$ cat config.mk
export PLATFORM = sky130hd
export DESIGN_NAME = cmplx_mix_xbar
export DESIGN_NICKNAME = d
export VERILOG_FILES = /design/src/rtl/mxb_pkg.sv /design/src/rtl/mxb_rx_sel.sv /design/src/rtl/mxb_lane.sv /design/src/rtl/cmplx_mix_xbar.sv
export SDC_FILE = /design/constraint.sdc
export NUM_CORES = 2
export LEC_CHECK = 0
export BUFFER_PORTS_ARGS = -buffer_cell sky130_fd_sc_hd__buf_2
export CAP_MARGIN = 20
export CORE_ASPECT_RATIO = 0.75
export CORE_UTILIZATION = 59
export DETAILED_ROUTE_END_ITERATION = 7
export HOLD_SLACK_MARGIN = 0.08
export PLACE_DENSITY = 0.8
export SYNTH_ARGS = -nofsm -noshare
export SYNTH_HDL_FRONTEND = slang
export SYNTH_SLANG_ARGS = --single-unit
$ cat constraint.sdc
create_clock -name clk -period 0.8 [get_ports clk]
set_input_delay 0.08 -clock clk [delete_from_list [all_inputs] [get_ports clk]]
set_output_delay 0.08 -clock clk [all_outputs]
set_load 0.05 [all_outputs]
$ cat src/rtl/mxb_pkg.sv
package mxb_pkg;
  localparam int CFG_W = 16;
  localparam int LANES = 4;

  typedef enum logic [1:0] {
    SRC_ZERO = 2'd0,
    SRC_RX   = 2'd1,
    SRC_XTX  = 2'd2,
    SRC_TX   = 2'd3
  } src_e;

  typedef struct packed {
    src_e src;
    logic neg;
  } lane_cfg_t;

  // lane order: 0 I*cos, 1 I*sin, 2 Q*cos, 3 Q*sin
  function automatic lane_cfg_t lane_field(input logic [CFG_W-1:0] cfg, input int lane);
    lane_cfg_t r;
    int base;
    base  = 13 - 3 * lane;
    r.neg = cfg[base];
    r.src = src_e'(cfg[base+1 +: 2]);
    return r;
  endfunction
endpackage

$ cat src/rtl/mxb_rx_sel.sv
module mxb_rx_sel #(
  parameter int DW = 16,
  parameter int CH = 4,
  localparam int SW = $clog2(CH)
) (
  input  logic [SW-1:0]       ch,
  input  logic                cplx,
  input  logic [CH-1:0][DW-1:0] rx_i,
  input  logic [CH-1:0][DW-1:0] rx_q,
  output logic [DW-1:0]       sel_i,
  output logic [DW-1:0]       sel_q
);
  always_comb begin
    sel_i = rx_i[ch];
    sel_q = cplx ? rx_q[ch] : '0;
  end
endmodule

$ cat src/rtl/mxb_lane.sv
module mxb_lane
  import mxb_pkg::*;
#(
  parameter int DW    = 16,
  parameter bit Q_LANE = 1'b0,
  localparam int PW   = 2 * DW
) (
  input  logic          clk,
  input  logic          rst_n,
  input  lane_cfg_t     lcfg,
  input  logic [DW-1:0] rx_d,
  input  logic [DW-1:0] tx_i,
  input  logic [DW-1:0] tx_q,
  input  logic [DW-1:0] osc,
  output logic [PW-1:0] prod
);
  localparam logic [PW-1:0] P_MIN = {1'b1, {(PW-1){1'b0}}};
  localparam logic [PW-1:0] P_MAX = {1'b0, {(PW-1){1'b1}}};

  function automatic logic [PW-1:0] smul(input logic [DW-1:0] a, input logic [DW-1:0] b);
    logic signed [PW-1:0] ea, eb;
    ea = PW'($signed(a));
    eb = PW'($signed(b));
    return PW'(ea * eb);
  endfunction

  function automatic logic [PW-1:0] neg_sat(input logic [PW-1:0] p);
    if (p == P_MIN) return P_MAX;
    return PW'(-$signed(p));
  endfunction

  logic [DW-1:0] own_tx, cross_tx, opnd;
  logic [PW-1:0] raw;

  assign own_tx   = Q_LANE ? tx_q : tx_i;
  assign cross_tx = Q_LANE ? tx_i : tx_q;

  always_comb begin
    case (lcfg.src)
      SRC_RX:  opnd = rx_d;
      SRC_XTX: opnd = cross_tx;
      SRC_TX:  opnd = own_tx;
      default: opnd = '0;
    endcase
  end

  assign raw  = smul(opnd, osc);
  assign prod = lcfg.neg ? neg_sat(raw) : raw;

  p_zero_src_r4: assert property (@(posedge clk) disable iff (!rst_n)
    (lcfg.src == SRC_ZERO) |-> (prod == '0));

  p_neg_sign_r8: assert property (@(posedge clk) disable iff (!rst_n)
    (lcfg.neg && raw != P_MIN) |-> ($signed(prod) == -$signed(raw)));

  p_plain_r8: assert property (@(posedge clk) disable iff (!rst_n)
    (!lcfg.neg) |-> (prod == raw));
endmodule

$ cat src/rtl/cmplx_mix_xbar.sv
module cmplx_mix_xbar
  import mxb_pkg::*;
#(
  parameter int DW = 16,
  parameter int CH = 4,
  localparam int PW = 2 * DW,
  localparam int SW = $clog2(CH)
) (
  input  logic                  clk,
  input  logic                  rst_n,
  input  logic [CFG_W-1:0]      cfg,
  input  logic [CH-1:0][DW-1:0] rx_i,
  input  logic [CH-1:0][DW-1:0] rx_q,
  input  logic [DW-1:0]         tx_i,
  input  logic [DW-1:0]         tx_q,
  input  logic [DW-1:0]         nco_cos,
  input  logic [DW-1:0]         nco_sin,
  output logic [PW-1:0]         out_i,
  output logic [PW-1:0]         out_q
);
  localparam logic [PW-1:0] S_MAX = {1'b0, {(PW-1){1'b1}}};
  localparam logic [PW-1:0] S_MIN = {1'b1, {(PW-1){1'b0}}};

  function automatic logic [PW:0] wide_add(input logic [PW-1:0] a, input logic [PW-1:0] b);
    return {a[PW-1], a} + {b[PW-1], b};
  endfunction

  function automatic logic [PW-1:0] clamp(input logic [PW:0] s);
    if (s[PW] != s[PW-1]) return s[PW] ? S_MIN : S_MAX;
    return s[PW-1:0];
  endfunction

  logic          unused_rsvd;
  assign unused_rsvd = cfg[3];

  logic [DW-1:0] rx_sel_i, rx_sel_q;
  logic [PW-1:0] lane_prod [LANES];

  mxb_rx_sel #(.DW(DW), .CH(CH)) u_rx_sel (
    .ch    (cfg[SW-1:0]),
    .cplx  (cfg[2]),
    .rx_i  (rx_i),
    .rx_q  (rx_q),
    .sel_i (rx_sel_i),
    .sel_q (rx_sel_q)
  );

  for (genvar l = 0; l < LANES; l++) begin : g_lane
    localparam bit IS_Q   = (l >= 2);
    localparam bit IS_SIN = (l % 2) == 1;
    lane_cfg_t lc;
    assign lc = lane_field(cfg, l);
    mxb_lane #(.DW(DW), .Q_LANE(IS_Q)) u_lane (
      .clk  (clk),
      .rst_n(rst_n),
      .lcfg (lc),
      .rx_d (IS_Q ? rx_sel_q : rx_sel_i),
      .tx_i (tx_i),
      .tx_q (tx_q),
      .osc  (IS_SIN ? nco_sin : nco_cos),
      .prod (lane_prod[l])
    );
  end

  // sums and overflow events
  logic [PW:0] sum_i_w, sum_q_w;
  logic        i_ovf_pos, i_ovf_neg, q_ovf_pos, q_ovf_neg;

  assign sum_i_w   = wide_add(lane_prod[0], lane_prod[3]);
  assign sum_q_w   = wide_add(lane_prod[2], lane_prod[1]);
  assign i_ovf_pos = !sum_i_w[PW] && sum_i_w[PW-1];
  assign i_ovf_neg = sum_i_w[PW] && !sum_i_w[PW-1];
  assign q_ovf_pos = !sum_q_w[PW] && sum_q_w[PW-1];
  assign q_ovf_neg = sum_q_w[PW] && !sum_q_w[PW-1];

  always_ff @(posedge clk or negedge rst_n) begin
    if (!rst_n) begin
      out_i <= '0;
      out_q <= '0;
    end else begin
      out_i <= clamp(sum_i_w);
      out_q <= clamp(sum_q_w);
    end
  end

  p_sum_i_r9: assert property (@(posedge clk) disable iff (!rst_n)
    !(i_ovf_pos || i_ovf_neg) |=> (out_i == $past(PW'(lane_prod[0] + lane_prod[3]))));

  p_sum_q_r9: assert property (@(posedge clk) disable iff (!rst_n)
    !(q_ovf_pos || q_ovf_neg) |=> (out_q == $past(PW'(lane_prod[2] + lane_prod[1]))));

  p_sat_pos_r10: assert property (@(posedge clk) disable iff (!rst_n)
    (i_ovf_pos || (q_ovf_pos && !q_ovf_neg && 1'b1 && i_ovf_pos)) |=> (out_i == S_MAX));

  p_sat_qpos_r10: assert property (@(posedge clk) disable iff (!rst_n)
    q_ovf_pos |=> (out_q == S_MAX));

  p_sat_neg_r10: assert property (@(posedge clk) disable iff (!rst_n)
    (i_ovf_neg || q_ovf_neg) |=> (out_i[PW-1] || out_q[PW-1]));

  p_real_rx_r3: assert property (@(posedge clk) disable iff (!rst_n)
    (!cfg[2] && g_lane[2].lc.src == SRC_RX) |-> (lane_prod[2] == '0));
endmodule

; After elaboration in Yosys (flattened, before gate mapping)
; Cells that the tools add are included.
[word_totals]
regBits = 64
latchBits = 0
mem_bits_rw = 0
romBits = 0
in_bits = 210
out_inout_bits = 64
wordCells = 64
mem_count = 0
[classes]
add_sub_neg = 6
n_mul = 4
div = 0
order_cmp = 1
eq_ne = 18
n_shift = 0
n_mux = 33
bitwise_logic = 0
n_reduce_logical = 0
[op_table]
columns = op, n
row1 = $mux 32, 18
row2 = $pmux 16 s3, 4
row3 = $eq 32x32->1 const B, 4
row4 = $mul 16x16->32, 4
row5 = $neg 32->32, 4
row6 = $add 32x32->33, 2
row7 = $bmux 16 s2, 2
row8 = $mux 16, 3
row9 = $eq 2x2->1 const B, 8
row10 = $eq 2x1->1 const B, 4
row11 = $mux 1, 6
row12 = $lt 2x3->1 const B, 1
row13 = $ne 1x1->1, 2

; Depth between registers and ports, before layout
[logic_depth]
ltp_word = 13
ltp_mapped = 47
mapped_depth_nobuf = 40

; Hierarchy
; From an unflattened synthesis, not the netlist that was laid out.
[hier_totals]
cells_unflattened = 6132
area_unflattened_um2 = 52875.7
[by_module_without_submodules]
columns = mod, n_inst, cells_each, area_per_inst_um2, seq_area_each_um2
row1 = mxb_lane at g_lane[0].u_lane, 1, 1412, 11867.6, 0.0
row2 = mxb_lane at g_lane[3].u_lane, 1, 1356, 11566.1, 0.0
row3 = mxb_lane at g_lane[2].u_lane, 1, 1338, 11553.6, 0.0
row4 = mxb_lane at g_lane[1].u_lane, 1, 1312, 11324.6, 0.0
row5 = cmplx_mix_xbar, 1, 638, 5655.4, 1601.5
row6 = mxb_rx_sel, 1, 76, 908.4, 0.0

; Worst setup path before layout
; OpenSTA, ideal clock, no wires.
[synth_timing]
path_type = input to register
startpoint = input port cfg[0]
endpoint = register out_i[21]
setup_time_ns = 0.138
t_arrival_ns = 11.010
t_required_ns = 0.662
slack_ns = -10.348
cell_stages = 42
n_path_buf = 6
cell_sequence = clkbuf_1 -> buf_1 -> mux4_2 -> mux2_2 -> a22o_1 -> clkbuf_1 -> and2_1 -> fa_1 -> inv_1 -> fa_1 -> fa_1 -> fa_1 -> inv_1 -> fa_1 -> inv_1 -> fa_1 -> inv_1 -> ha_1 -> (+6 left out) -> buf_2 -> nor4b_4 -> nand4_1 -> buf_2 -> nand2_1 -> ha_1 -> fa_1 -> a211oi_1 -> o211ai_1 -> a31oi_1 -> a21oi_1 -> o211ai_1 -> a21oi_1 -> a2111oi_0 -> mux2i_1 -> nor2_1 -> clkbuf_1 -> o21ai_0
[synth_between]
elab_chain_cells = 13
elab_cells_between_ends = 25
cone_classes = add/sub: 3 / mul: 2 / eq/ne: 3 / mux: 17
[synth_rtl]
columns = item, line_no
row1 = "start, declared", cmplx_mix_xbar.sv:11  ; input logic [CFG_W-1:0] cfg,
row2 = branches (longest 9 deep; another with $mul 16x16->32), n/a
row3 = $add 32x32->33 (*), cmplx_mix_xbar.sv:25  ; return {a[PW-1], a} + {b[PW-1], b};
row4 = $mux 32 / $ne 1x1->1 (equally long branches), cmplx_mix_xbar.sv:29  ; if (s[PW] != s[PW-1]) return s[PW] ? S_MIN : S_MAX;
row5 = $mux 32 / $mux 1 (equally long branches), cmplx_mix_xbar.sv:29
row6 = $mux 32 (*), cmplx_mix_xbar.sv:30  ; return s[PW-1:0];
row7 = "end signal, assigned", cmplx_mix_xbar.sv:81  ; out_i <= clamp(sum_i_w);
row8 = "end, declared", cmplx_mix_xbar.sv:18  ; output logic [PW-1:0] out_i,
; Mark *: on every way between the ends. The select of a mux whose other input is x is not followed.

; Final worst setup path
[layout_timing]
startpoint = input port cfg[0]
endpoint = register out_i[7]
; Same word-level chain as after synthesis.

==> results.ini <==
[place]
dpl-instance-area_um2=64800
place_ws_ps=-10340
finalWeightedCongestion=1.05
dp_hpwl_mm=156
placement.io_buffers=272

[critical_path]
critical_path_arrival_ps=11020
cp_common_cell=fa_1
critPathBufInv=12
max_stage_delay_ps=620
crit_type=primary input to register
critPathRequiredTime_ps=1000
critical_path_peak_fanout=13
cp_top_family=adder cells
start_kind=primary input
crit_slowest_cell=or4_4
end_kind=register

[route]
postRouteAntennaNets=0
via_count=50900
drc_errors=0
wl_per_cell_um=22.3
via_per_inst=5.90
drt-total-wl_mm=193
dr.first_iter.drc_count=5300
first_pass_iters=8

[die]
start_util_pct=59.5
dieHeight_um=260
die_width_um=345
io_pins=274
die-area_um2=89600
rows=94
core-area_um2=87600

[clocking]
clkTransAtPathRegs_ps=60
cts_htree_levels=3
clk_path_buf_depth=2
clockRootBuffer=clkbuf_16
cts_sinks=64
cts_tree=built
cts-buffers-inserted=9

[synth]
synth_edf_count=0
synth.yosys.seq_area_share_pct=3.07
yosys_warnings=0
ys_seq_elements=64
synthFlopType=dfrtp_1
syn_inst=6069
synthesis.area_um2=52200
postSynth.asyncResetShare_pct=100
synthesis.nets=7725
synth.distinct_cells=115
avgSynthCellArea_um2=8.60

[sta]
fmax_mhz=92.4
setup_viol=128
maxSlewViolCount=0
relSlewSlack_pct=29.1
hold_viol_final=0
tightest_slew_ps=1050
rsz0062_at_grt=yes
period_share_pct=1350
worst_slack_ps=-10020
holdWs_ps=305
finalCriticalPeriod_ps=10820

[run_status]
status=finished with violations
violations=negative setup slack

[layout]
stdcell_area_um2=69100
area_delta_synth_final_pct=32.6
fillers=5551
nNetsFinal=9129
final_util_pct=78.9
drive_gt1_share_pct=31.2

[min_path]
hold_class=primary input to async pin

[global_routing]
grt_max_degree=65
first_global_vias=52500
overflow=0
grt.total_usage_pct=42.0
grt_pass1_wl_mm=293
antenna_found_initial=5

[run]
cap_violations=0

[what timing repair did]
action / CTS / global route
pin swaps: 92 / 140
setup endpoints to repair: 128 / 128
gates cloned: 8 / 9
hold buffers: 1 / 0
hold endpoints to repair: 64 / 0
buffers inserted: 55 / 68
gates resized for setup: 249 / 464
[cells by family (layout without fill, tap and decap cells)]
kind of cell | Yosys count | after routing | synth area share [%]
XOR/XNOR | 245 | 245 | 4.11
AND/OR/NAND/NOR | 1840 | 1840 | 17.9
flip-flops | 64 | 64 | 3.07
multiplexers | 77 | 77 | 2.33
adder cells (fa/ha/maj) | 1457 | 1457 | 50.0
AO/OA/AOI/OAI | 920 | 921 | 11.8
other | 0 | 7 | 0
buffers and inverters | 1466 | 2873 | 10.8
[flip-flops by register name (all words and copies together), names as in the netlist]
name / cells
out_q: 32
out_i: 32
[placed cells by master (no fill, tap or decap), types with 98 or more instances in the layout]
| master | count |
|---|---|
| a21oi_1 | 153 |
| and2_1 | 489 |
| buf_2 | 207 |
| buf_4 | 1281 |
| buf_6 | 105 |
| fa_1 | 1011 |
| ha_1 | 337 |
| inv_1 | 1143 |
| nand2_1 | 692 |
| nor2_1 | 165 |
| o21ai_0 | 135 |
| xnor2_1 | 136 |
| xor2_1 | 98 |
[per-stage QoR]
step                      std cells  TNS [ps]
after global placement         8478   -644020
after CTS                      8557   -616220
final                          8636   -635240
after detailed placement       8478   -649220
after floorplan                6069   -577030
after global routing           8631   -654210
[layout make-up]
class,count,area [µm²],share of cell area (%)
well taps,1152,1440,2.08
diodes,7,17.5,0.0253
clock buffers,11,243,0.351
clock inverters,4,45.0,0.0651
multi-input cells,4540,47800,69.1
repair buffers,1678,13600,19.6
inverters,1180,4430,6.41
flip-flops and latches,64,1600,2.32
[worst max-delay path by stage]
stage	slack, ps	depth (start not counted)	from	endpoint
global placement	-10270	46	cfg[0]	out_i[25]
finish	-10020	44	cfg[0]	out_i[7]
floorplan	-9130	43	cfg[0]	out_i[21]
CTS	-9560	46	cfg[0]	out_q[2]
detailed placement	-10340	46	cfg[0]	out_i[22]
global route	-10220	49	cfg[0]	out_i[7]
[tightest hold or removal path, stage by stage]
cell           delay, ps
dlygate4sd3_1        520
buf_2                120
buf_12               310
[synthesized netlist by cell type (all sizes together) (54+ instances only)]
cell / instances / area, µm²
nor2: 176 / 671
a22o: 61 / 534
xor2: 103 / 902
xnor2: 142 / 1240
nor2b: 55 / 347
fa: 1050 / 21000
a21o: 77 / 581
a21oi: 218 / 1100
nand2: 743 / 2790
nand3: 65 / 335
clkbuf: 248 / 962
nor3: 54 / 280
ha: 396 / 4950
o21ai: 230 / 1150
and2: 513 / 3210
dfrtp: 64 / 1600
inv: 1179 / 4430
[metal layers]
layer	track usage [%]	wire, µm	share of wire, %
met2	61.5	81800	42
met5	0	34	0.018
met1	57.7	74700	39
met3	14.0	26500	14
met4	16.1	9560	5.0
Power is not shown: default switching activity piles up to over one toggle a cycle in this logic, so the estimate is an artifact.
